`config.mk`:
```
export PLATFORM = sky130hd
export DESIGN_NAME = eep_target
export DESIGN_NICKNAME = d
export VERILOG_FILES = /design/src/rtl/eep_pkg.sv /design/src/rtl/eep_line_sync.sv /design/src/rtl/eep_busy_timer.sv /design/src/rtl/eep_store.sv /design/src/rtl/eep_target.sv
export SDC_FILE = /design/constraint.sdc
export NUM_CORES = 2
export LEC_CHECK = 0
export BUFFER_PORTS_ARGS = -buffer_cell sky130_fd_sc_hd__buf_2
export CAP_MARGIN = 20
export CORE_ASPECT_RATIO = 1.5
export CORE_UTILIZATION = 38
export CTS_BUF_LIST = sky130_fd_sc_hd__clkbuf_4
export DETAILED_ROUTE_END_ITERATION = 10
export GPL_TIMING_DRIVEN = 0
export HOLD_SLACK_MARGIN = 0.12
export PLACE_DENSITY = 0.61
export SETUP_SLACK_MARGIN = 0.3
export SYNTH_ARGS = -nofsm -noshare
export SYNTH_HDL_FRONTEND = slang
export SYNTH_SLANG_ARGS = --single-unit
```
`constraint.sdc`:
```
create_clock -name clk -period 5.3 [get_ports clk]
set_input_delay 0.53 -clock clk [delete_from_list [all_inputs] [get_ports clk]]
set_output_delay 0.53 -clock clk [all_outputs]
set_load 0.03 [all_outputs]
```
`src/rtl/eep_pkg.sv`:
```
package eep_pkg;
  localparam logic [3:0] DEV_PREFIX = 4'b1010;

  typedef enum logic [3:0] {
    S_IDLE,
    S_CTRL,
    S_ACKC,
    S_ADDR,
    S_ACKA,
    S_WDATA,
    S_ACKW,
    S_RDATA,
    S_RACK
  } tgt_state_e;
endpackage

```
`src/rtl/eep_line_sync.sv`:
```
module eep_line_sync #(
  parameter int STAGES = 2
) (
  input  logic clk,
  input  logic rst_n,
  input  logic scl_i,
  input  logic sda_i,
  output logic sda_q,
  output logic scl_rise,
  output logic scl_fall,
  output logic start_det,
  output logic stop_det
);
  logic [STAGES-1:0] scl_sh, sda_sh;
  logic scl_d, sda_d, scl_q;

  always_ff @(posedge clk or negedge rst_n) begin
    if (!rst_n) begin
      scl_sh <= '1;
      sda_sh <= '1;
      scl_d  <= 1'b1;
      sda_d  <= 1'b1;
    end else begin
      scl_sh <= {scl_sh[STAGES-2:0], scl_i};
      sda_sh <= {sda_sh[STAGES-2:0], sda_i};
      scl_d  <= scl_sh[STAGES-1];
      sda_d  <= sda_sh[STAGES-1];
    end
  end

  assign scl_q     = scl_sh[STAGES-1];
  assign sda_q     = sda_sh[STAGES-1];
  assign scl_rise  = scl_q & ~scl_d;
  assign scl_fall  = ~scl_q & scl_d;
  assign start_det = scl_q & scl_d & sda_d & ~sda_q;
  assign stop_det  = scl_q & scl_d & ~sda_d & sda_q;
endmodule

```
`src/rtl/eep_busy_timer.sv`:
```
module eep_busy_timer #(
  parameter int CYCLES = 250000
) (
  input  logic clk,
  input  logic rst_n,
  input  logic start,
  output logic busy
);
  localparam int CW = $clog2(CYCLES + 1);
  logic [CW-1:0] cnt;

  always_ff @(posedge clk or negedge rst_n) begin
    if (!rst_n)           cnt <= '0;
    else if (start)       cnt <= CW'(CYCLES);
    else if (cnt != '0)   cnt <= cnt - CW'(1);
  end

  assign busy = (cnt != '0);

  p_busy_load_r7: assert property (@(posedge clk) disable iff (!rst_n)
    start |=> busy);
endmodule

```
`src/rtl/eep_store.sv`:
```
module eep_store #(
  parameter int WORDS = 128,
  parameter int PAGE  = 8
) (
  input  logic                     clk,
  input  logic                     rst_n,
  input  logic                     wp_i,
  input  logic                     buf_clr,
  input  logic                     buf_wr,
  input  logic [$clog2(PAGE)-1:0]  buf_ofs,
  input  logic [$clog2(WORDS)-$clog2(PAGE)-1:0] buf_page,
  input  logic [7:0]               buf_data,
  input  logic                     commit,
  input  logic [$clog2(WORDS)-1:0] rd_addr,
  output logic [7:0]               rd_data,
  output logic                     committed
);
  localparam int AW = $clog2(WORDS);
  localparam int OW = $clog2(PAGE);
  localparam int PW = AW - OW;

  logic [7:0]    mem  [WORDS];
  logic [7:0]    pbuf [PAGE];
  logic [PAGE-1:0] pvalid;
  logic [PW-1:0] page_q;
  logic [AW-1:0] slot_addr [PAGE];
  logic          any_valid;

  for (genvar g = 0; g < PAGE; g++) begin : g_slot
    assign slot_addr[g] = {page_q, OW'(g)};
  end

  assign any_valid = |pvalid;
  assign committed = commit & any_valid & ~wp_i;
  assign rd_data   = mem[rd_addr];

  always_ff @(posedge clk or negedge rst_n) begin
    if (!rst_n) begin
      for (int i = 0; i < WORDS; i++) mem[i] <= 8'hFF;
    end else if (committed) begin
      for (int i = 0; i < PAGE; i++)
        if (pvalid[i]) mem[slot_addr[i]] <= pbuf[i];
    end
  end

  always_ff @(posedge clk or negedge rst_n) begin
    if (!rst_n) begin
      pvalid <= '0;
      page_q <= '0;
      for (int i = 0; i < PAGE; i++) pbuf[i] <= '0;
    end else if (buf_clr || commit) begin
      pvalid <= '0;
    end else if (buf_wr) begin
      pbuf[buf_ofs]   <= buf_data;
      pvalid[buf_ofs] <= 1'b1;
      page_q          <= buf_page;
    end
  end

  p_wp_freeze_r6: assert property (@(posedge clk) disable iff (!rst_n)
    (wp_i && $past(wp_i) && $stable(rd_addr)) |-> $stable(rd_data));
endmodule

```
`src/rtl/eep_target.sv`:
```
module eep_target #(
  parameter int WORDS       = 128,
  parameter int PAGE        = 8,
  parameter int BUSY_CYCLES = 250000,
  parameter int SYNC_STAGES = 2
) (
  input  logic       clk,
  input  logic       rst_n,
  input  logic       scl_i,
  input  logic       sda_i,
  output logic       sda_oe,
  input  logic [2:0] strap_i,
  input  logic       wp_i
);
  import eep_pkg::*;

  localparam int AW = $clog2(WORDS);
  localparam int OW = $clog2(PAGE);
  localparam logic [OW-1:0] OFS_ONE = OW'(1);
  localparam logic [AW-1:0] PTR_ONE = AW'(1);

  tgt_state_e state;
  logic [3:0]    bitcnt;
  logic [7:0]    shreg;
  logic [AW-1:0] ptr;
  logic          rd_dir, host_ack;

  logic sda_q, scl_rise, scl_fall, start_det, stop_det;
  logic busy, committed, buf_wr, byte_end, ctrl_match;
  logic [7:0] rd_data;

  eep_line_sync #(.STAGES(SYNC_STAGES)) u_sync (
    .clk(clk), .rst_n(rst_n), .scl_i(scl_i), .sda_i(sda_i),
    .sda_q(sda_q), .scl_rise(scl_rise), .scl_fall(scl_fall),
    .start_det(start_det), .stop_det(stop_det)
  );

  eep_store #(.WORDS(WORDS), .PAGE(PAGE)) u_store (
    .clk(clk), .rst_n(rst_n), .wp_i(wp_i),
    .buf_clr(start_det), .buf_wr(buf_wr),
    .buf_ofs(ptr[OW-1:0]), .buf_page(ptr[AW-1:OW]), .buf_data(shreg),
    .commit(stop_det), .rd_addr(ptr), .rd_data(rd_data),
    .committed(committed)
  );

  eep_busy_timer #(.CYCLES(BUSY_CYCLES)) u_busy (
    .clk(clk), .rst_n(rst_n), .start(committed), .busy(busy)
  );

  assign byte_end   = scl_fall && (bitcnt == 4'd8);
  assign ctrl_match = (shreg[7:4] == DEV_PREFIX) && (shreg[3:1] == strap_i);
  assign buf_wr     = (state == S_WDATA) && byte_end;

  always_ff @(posedge clk or negedge rst_n) begin
    if (!rst_n) begin
      state    <= S_IDLE;
      bitcnt   <= '0;
      shreg    <= '0;
      ptr      <= '0;
      rd_dir   <= 1'b0;
      host_ack <= 1'b0;
      sda_oe   <= 1'b0;
    end else if (start_det) begin
      state  <= S_CTRL;
      bitcnt <= '0;
      sda_oe <= 1'b0;
    end else if (stop_det) begin
      state  <= S_IDLE;
      sda_oe <= 1'b0;
    end else begin
      unique case (state)
        S_IDLE: ;
        S_CTRL, S_ADDR, S_WDATA: begin
          if (scl_rise) begin
            shreg  <= {shreg[6:0], sda_q};
            bitcnt <= bitcnt + 4'd1;
          end else if (byte_end) begin
            bitcnt <= '0;
            if (state == S_CTRL) begin
              if (ctrl_match && !busy) begin
                rd_dir <= shreg[0];
                sda_oe <= 1'b1;
                state  <= S_ACKC;
              end else begin
                state  <= S_IDLE;
              end
            end else if (state == S_ADDR) begin
              ptr    <= shreg[AW-1:0];
              sda_oe <= 1'b1;
              state  <= S_ACKA;
            end else begin
              ptr    <= {ptr[AW-1:OW], ptr[OW-1:0] + OFS_ONE};
              sda_oe <= 1'b1;
              state  <= S_ACKW;
            end
          end
        end
        S_ACKC: begin
          if (scl_fall) begin
            bitcnt <= '0;
            if (rd_dir) begin
              shreg  <= rd_data;
              sda_oe <= ~rd_data[7];
              state  <= S_RDATA;
            end else begin
              sda_oe <= 1'b0;
              state  <= S_ADDR;
            end
          end
        end
        S_ACKA, S_ACKW: begin
          if (scl_fall) begin
            sda_oe <= 1'b0;
            state  <= S_WDATA;
          end
        end
        S_RDATA: begin
          if (scl_rise) begin
            bitcnt <= bitcnt + 4'd1;
          end else if (scl_fall) begin
            if (bitcnt == 4'd8) begin
              sda_oe <= 1'b0;
              ptr    <= ptr + PTR_ONE;
              bitcnt <= '0;
              state  <= S_RACK;
            end else begin
              shreg  <= {shreg[6:0], 1'b0};
              sda_oe <= ~shreg[6];
            end
          end
        end
        S_RACK: begin
          if (scl_rise) begin
            host_ack <= ~sda_q;
          end else if (scl_fall) begin
            if (host_ack) begin
              shreg  <= rd_data;
              sda_oe <= ~rd_data[7];
              state  <= S_RDATA;
            end else begin
              state  <= S_IDLE;
            end
          end
        end
        default: state <= S_IDLE;
      endcase
    end
  end

  p_oe_owner_r10: assert property (@(posedge clk) disable iff (!rst_n)
    sda_oe |-> (state inside {S_ACKC, S_ACKA, S_ACKW, S_RDATA}));

  p_busy_nack_r7: assert property (@(posedge clk) disable iff (!rst_n)
    (state == S_ACKC) |-> !busy);

  p_page_wrap_r4: assert property (@(posedge clk) disable iff (!rst_n)
    buf_wr |=> (ptr[AW-1:OW] == $past(ptr[AW-1:OW])));

  p_stop_idle_r2: assert property (@(posedge clk) disable iff (!rst_n)
    stop_det |=> (state == S_IDLE) && !sda_oe);

  p_start_ctrl_r2: assert property (@(posedge clk) disable iff (!rst_n)
    start_det |=> (state == S_CTRL) && !sda_oe);

  p_nack_release_r9: assert property (@(posedge clk) disable iff (!rst_n)
    (state == S_RACK && !host_ack && scl_fall && !start_det && !stop_det)
      |=> (state == S_IDLE) && !sda_oe);
endmodule

```
After elaboration in Yosys (flattened, before gate mapping)
Cells that the tools add are included.
{"block": "totals", "register_bits": 1150, "word_cells": 396, "output_inout_bits": 1, "inputBits": 8}
{"block": "op_classes", "order_cmp": 21, "addsub": 4, "n_eq_ne": 42, "bitwise_logic": 31, "n_reduce_logical": 36, "mux": 111}
{"cell": "$mux W1024", "count": 15}
{"cell": "$bwmux W1024", "count": 8}
{"cell": "$demux W8 S7", "count": 8}
{"cell": "$mux W8", "count": 22}
{"cell": "$mux W4", "count": 20}
{"cell": "$ge A8 B8 Y1 const B", "count": 9}
{"cell": "$not A7 Y8", "count": 9}
{"cell": "$bwmux W64", "count": 1}
{"cell": "$lt A8 B1 Y1 const B", "count": 8}
{"cell": "$bmux W8 S7", "count": 1}
{"cell": "$mux W7", "count": 7}
{"cell": "$ne A4 B2 Y1 const B", "count": 10}
{"cell": "$mux W18", "count": 2}
{"cell": "$pmux W8 S4", "count": 1}
{"cell": "$ne A2 B2 Y1 const B", "count": 14}
{"cell": "$demux W8 S3", "count": 1}
{"cell": "$pmux W4 S6", "count": 1}
{"cell": "$reduce_and A10 Y1", "count": 2}
{"cell": "$reduce_bool A18 Y1", "count": 1}
{"cell": "$sub A18 B1 Y18 const B", "count": 1}
{"cell": "$eq A4 B3 Y1 const B", "count": 4}
{"cell": "$mux W1", "count": 16}
{"cell": "$logic_and A1 B1 Y1", "count": 14}
{"cell": "$pmux W7 S2", "count": 1}
{"cell": "41 further kinds", "count": 69}

Logic depth before layout (Yosys ltp)
{"block": "logic_depth", "depth_word": 28, "depth_mapped": 11, "depth_no_buf": 8}

By module
From an unflattened synthesis, not the netlist that was laid out.
{"block": "unflattened", "hier_cells": 3221, "hier_area_um2": 53536.3}
{"module": "eep_store", "seq_area_each_um2": 28807.6, "area_each_um2": 50372.1, "instances": 1, "cells_per_inst": 2891}
{"module": "eep_target", "seq_area_each_um2": 650.6, "area_each_um2": 1914.3, "instances": 1, "cells_per_inst": 212}
{"module": "eep_busy_timer", "seq_area_each_um2": 450.4, "area_each_um2": 1059.8, "instances": 1, "cells_per_inst": 108}
{"module": "eep_line_sync", "seq_area_each_um2": 157.7, "area_each_um2": 190.2, "instances": 1, "cells_per_inst": 10}

Least setup slack after synthesis
No wires, ideal clock.
{"block": "synth_timing", "kind": "flip-flop to flip-flop", "from": "register u_sync.scl_sh[1]", "to": "register u_store.mem[960] in the netlist's numbering", "stages_incl_launch_ff": 10, "required_ns": 5.218, "arrival_ns": 2.283, "setup_time_ns": 0.082, "n_path_buf": 3, "setup_slack_ns": 2.935, "synth_period_minus_slack_ns": 2.365, "path_cell_list": "dfstp_2 > ha_1 > nor2b_1 > and3b_1 > clkbuf_1 > and2_1 > buf_2 > buf_2 > nand2_1 > mux2_2"}
{"block": "synth_via", "elab_chain_len": 5}
{"item": "start: declaration", "line_no": "eep_line_sync.sv:14", "source": "logic [STAGES-1:0] scl_sh, sda_sh;"}
{"item": "start signal: assignment", "line_no": "eep_line_sync.sv:24", "source": "scl_sh <= {scl_sh[STAGES-2:0], scl_i};"}
{"item": "$and A1 B1 Y1 (3 in a row)", "line_no": "eep_line_sync.sv:36", "source": "assign stop_det = scl_q & scl_d & ~sda_d & sda_q;"}
{"item": "$and A1 B1 Y1 (2 in a row)", "line_no": "eep_store.sv:34", "source": "assign committed = commit & any_valid & ~wp_i;"}
{"item": "end signal: indexed assignment", "line_no": "eep_store.sv:42", "source": "if (pvalid[i]) mem[slot_addr[i]] <= pbuf[i];"}
{"item": "end: declaration", "line_no": "eep_store.sv:22", "source": "logic [7:0] mem [WORDS];"}
Every way passes these cells.
A chain may end at the register's enable or synchronous reset.

Worst setup path after layout
{"block": "layout_timing", "from": "register ptr[0]", "to": "register shreg[4]"}
{"block": "layout_via", "elab_chain_len": 8, "elab_cells_between_ends": 10, "classes_between": "9 x mux; 1 x bitwise"}
{"item": "start: declaration", "line_no": "eep_target.sv:25", "source": "logic [AW-1:0] ptr;"}
{"item": "start signal: assignment", "line_no": "eep_target.sv:88", "source": "ptr <= shreg[AW-1:0];"}
{"item": "start signal: assignment", "line_no": "eep_target.sv:92", "source": "ptr <= {ptr[AW-1:OW], ptr[OW-1:0] + OFS_ONE};"}
{"item": "start signal: assignment", "line_no": "eep_target.sv:123", "source": "ptr <= ptr + PTR_ONE;"}
{"item": "$not A7 Y8 (not written as such) *", "line_no": "eep_store.sv:35", "source": "assign rd_data = mem[rd_addr];"}
{"item": "$bmux W8 S7 *", "line_no": "eep_store.sv:35"}
{"item": "$mux W8 (not written as such) * (2 in a row)", "line_no": "eep_store.sv:35"}
{"item": "$mux W8", "line_no": "eep_target.sv:136", "source": "if (host_ack) begin"}
{"item": "$mux W8", "line_no": "eep_target.sv:135", "source": "end else if (scl_fall) begin"}
{"item": "$mux W8", "line_no": "eep_target.sv:133", "source": "if (scl_rise) begin"}
{"item": "$pmux W8 S4 *", "line_no": "eep_target.sv:71", "source": "unique case (state)"}
{"item": "end signal: assignment", "line_no": "eep_target.sv:75", "source": "shreg <= {shreg[6:0], sda_q};"}
{"item": "end signal: assignment", "line_no": "eep_target.sv:127", "source": "shreg <= {shreg[6:0], 1'b0};"}
{"item": "end signal: assignment", "line_no": "eep_target.sv:137", "source": "shreg <= rd_data;"}
{"item": "end: declaration", "line_no": "eep_target.sv:24", "source": "logic [7:0] shreg;"}
Every way passes the cells marked *; elsewhere a longest branch is shown, timed or not. The select of a mux whose other input is x is not followed.

==> metrics.csv <==
stage;metric;value;unit
floorplan;core;0.140;mm²
flow_run;maxCapViolations;0;
clock_network;htreeDepth;5;
clock_network;cts_made_buffers;302;
worst_setup_path;critPathKind;flop to flop;
worst_setup_path;crit_cells;9;
floorplan;io_pins;9;
final_layout;syn2layout_area_growth;12.4;%
clock_network;clkTransAtPathRegs;70;ps
worst_setup_path;path_cells;buf_4, buf_6, buf_6, buf_2, mux2_2, a221oi_1, a221oi_1, o311ai_0, a31oi_1;
worst_setup_path;startpoint;ptr[0]$_DFFE_PN0P_;
sta;tightest_slew;1420;ps
yosys;synth_compound_area_share;2.89;%
yosys;synth_cells;3391;
worst_setup_path;crit_family;compound AO/OA/AOI/OAI gates;
yosys;synth_ff_type;dfstp_2;
sta;hold_violations;0;
status;status;complete, no violations;
global_route;grt_max_degree;173;
global_route;grt.overflow.total;0;
worst_hold_path;hp-class;primary input to flop;
clock_network;cts_root_buffer;clkbuf_4;
routing;num_vias;35500;
global_route;antenna_found_initial;54;
worst_setup_path;cpMaxStageDelayCell;a221oi_1;
final_layout;fin_nets;3764;
yosys;synthAdderAreaFrac;0.186;%
routing;first_iter_violations;3386;
yosys;yosysTopAreaCell;dfstp_2;
yosys;synth.area.top_cells;dfstp_2 50%, mux2_2 24%, mux4_2 9.6%, dfrtp_1 5.6%, mux2i_1 1.5%;
worst_setup_path;worst_r2r_path_depth;9;
placement;io_buffer_count;8;
yosys;synth_top_family_by_area;multiplexers;
yosys;synth_edf_count;0;
floorplan;num_rows;168;
floorplan;dieArea;0.143;mm²
worst_setup_path;reg2reg_to;shreg[4]$_DFFE_PN0P_;
sta;min_period;4790;ps
global_route;grt_pass1_wl;310;mm
worst_setup_path;critical_path_required;6370;ps
worst_setup_path;cpPeakStageDelay;1060;ps
yosys;avgSynthCellArea;15.9;µm²
clock_network;cts.sinks;1150;
sta;rsz0062_at_grt;no;
yosys;synthXorXnorAreaFrac;0.212;%
sta;relSlewSlack;5.13;%
power_and_ir_drop;ir_worst_vdd;0.226;mV
yosys;synthSimpleGateAreaFrac;2.92;%
global_route;grt_pass1_vias;36200;
sta;slew_viol_final;0;
worst_setup_path;start_kind;flop;
clock_network;clockBufferDepth;4;
final_layout;design_area;0.0605;mm²
placement;gp_congestion;1.05;
yosys;async_reset_ff_share;100;%
final_layout;layout-drive-gt1-share;76.3;%
sta;fin_crit_sh;90.3;%
sta;fin_tns_setup;0;ps
routing;wl;229;mm
placement;place_hpwl;164;mm
worst_setup_path;r2r_start;ptr[0]$_DFFE_PN0P_;
worst_setup_path;r2r_setup_slack;510;ps
final_layout;mostFrequentLayoutCell;mux2_2;
power_and_ir_drop;fin_total_pwr;16.9;mW
clock_network;cts_resized;0;
yosys;ys_seq_elements;1150;
routing;avgRoutedWirePerCell;39.3;µm
floorplan;start_util;38.4;%
worst_setup_path;critical_path_buf_inv_count;4;
sta;skew;107;ps
yosys;synth_cell_types;72;
routing;drtAntennaViolNets;0;
yosys;ys_warn_count;0;
floorplan;die_h;463;µm
worst_setup_path;cp-end-kind;flop;
clock_network;clk_latency;1330;ps
routing;route.detailed.drc;0;
routing;first_pass_iters;5;
yosys;synthesis.nets;3407;
power_and_ir_drop;pwr_density_cell;280;mW/mm²
routing;vias_per_cell;6.08;
clock_network;cts_tree;built;
yosys;syn_area;0.0538;mm²
sta;fmax;209;MHz
yosys;yosysSeqAreaShare;55.9;%
final_layout;fin_util;43.1;%
yosys;synth_top_cell_area_share;50.3;%
sta;hold_ws;250;ps
worst_setup_path;setup.worst_path.end;shreg[4]$_DFFE_PN0P_;
worst_setup_path;crit_fanout;10;
sta;setup_viol;0;
placement;placed_area;0.0568;mm²
yosys;synth_mux_area_share;35.7;%
power_and_ir_drop;p_leak;24.4;nW
final_layout;most-common-layout-cells;1125 x mux2_2, 1030 x dfstp_2, 415 x clkbuf_4, 230 x mux4_2, 171 x nand2_1;
floorplan;die_w;309;µm
worst_setup_path;cp.arrival;5860;ps
global_route;grt_usage;32.4;%
## synthesized netlist by cell type, types with 8 or more instances
cell type,n
nor2b_1,10
dfstp_2,1030
mux4_2,230
a22oi_1,19
nor4_1,8
inv_1,14
mux2_2,1125
nand2_1,171
xnor2_1,9
nor3_1,17
clkbuf_1,115
and2_1,15
a31oi_1,9
nand2b_1,14
o311ai_1,8
a21oi_1,22
o22ai_1,12
ha_1,8
nor2_1,30
o21ai_0,26
a221oi_1,47
buf_2,51
buf_4,20
a21o_1,20
dfrtp_1,120
mux4_1,20
buf_6,21
mux2i_1,82
nand3_1,17
## worst min path at each step
stage | slack, ps | start | cells after the start | endpoint
final | 250 | strap_i[0] | 7 | state[1]$_DFFE_PN0P_
after global routing | 220 | strap_i[0] | 7 | state[1]$_DFFE_PN0P_
after CTS | 140 | strap_i[0] | 7 | state[1]$_DFFE_PN0P_
after detailed placement | 350 | u_sync.sda_sh[0]$_DFF_PN1_ | 0 | u_sync.sda_sh[1]$_DFF_PN1_
after global placement | 350 | u_sync.sda_sh[0]$_DFF_PN1_ | 0 | u_sync.sda_sh[1]$_DFF_PN1_
after floorplan | 230 | rst_n | 0 | bitcnt[0]$_DFFE_PN0P_
## per-layer routing
metal / GRT usage (%) / up-vias / share of wire (%)
met5: 0 / - / 0.080
met4: 30.6 / 28 / 11
met3: 8.19 / 791 / 6.9
met2: 51.9 / 1910 / 48
met1: 34.5 / 19000 / 34
li1: - / 13700 / -
## cell type report
type	count	area, µm²
Clock inverter	70	295
Fill cell	12900	79700
Timing Repair Buffer	53	798
Multi-Input combinational cell	2015	22500
Buffer	212	1200
Clock buffer	414	3110
Tap cell	1870	2340
Antenna cell	35	87.6
Sequential cell	1150	30100
Inverter	14	52.6
## what timing repair did
item / in CTS / in global routing
buffers inserted: 0 / 0
endpoints found under the hold margin: 229 / 0
hold buffers: 9 / 0
## registers in the layout, summed over array words and instances, names as in the netlist
register / cells
host_ack: 1
shreg: 8
u_sync.scl_d: 1
ptr: 7
u_store.mem: 1024
u_store.pvalid: 8
u_store.page_q: 4
u_sync.sda_d: 1
u_sync.scl_sh: 2
bitcnt: 4
u_busy.cnt: 18
u_sync.sda_sh: 2
sda_oe: 1
rd_dir: 1
u_store.pbuf: 64
state: 4
## worst register-to-register path, delay by kind of cell, from the launching register on
kind | cells | cell delay [ps]
AOI/OAI and AO/OA | 4 | 2270
buffers and inverters | 4 | 1370
DFF | 1 | 470
muxes | 1 | 420
## power by group
group	switching (mW)	total [mW]	internal [mW]
sequential	0.0368	8.89	8.86
clock	3.76	7.39	3.63
combinational	0.493	0.643	0.150
total	4.29	16.9	12.6
## through the flow
stage	cells	setup WS, ps
after floorplan	3391	2940
after global placement	5269	-21000
after detailed placement	5297	793
after CTS	5790	696
after global routing	5811	632
final	5833	513
## kinds of logic after synthesis
logic type	Yosys count
buf+inv	226
mux	1457
simple gates	326
fa+ha+maj	8
xor+xnor	13
compound gates	211
flops	1150
No activity file was read; power rests on OpenSTA's default activity.
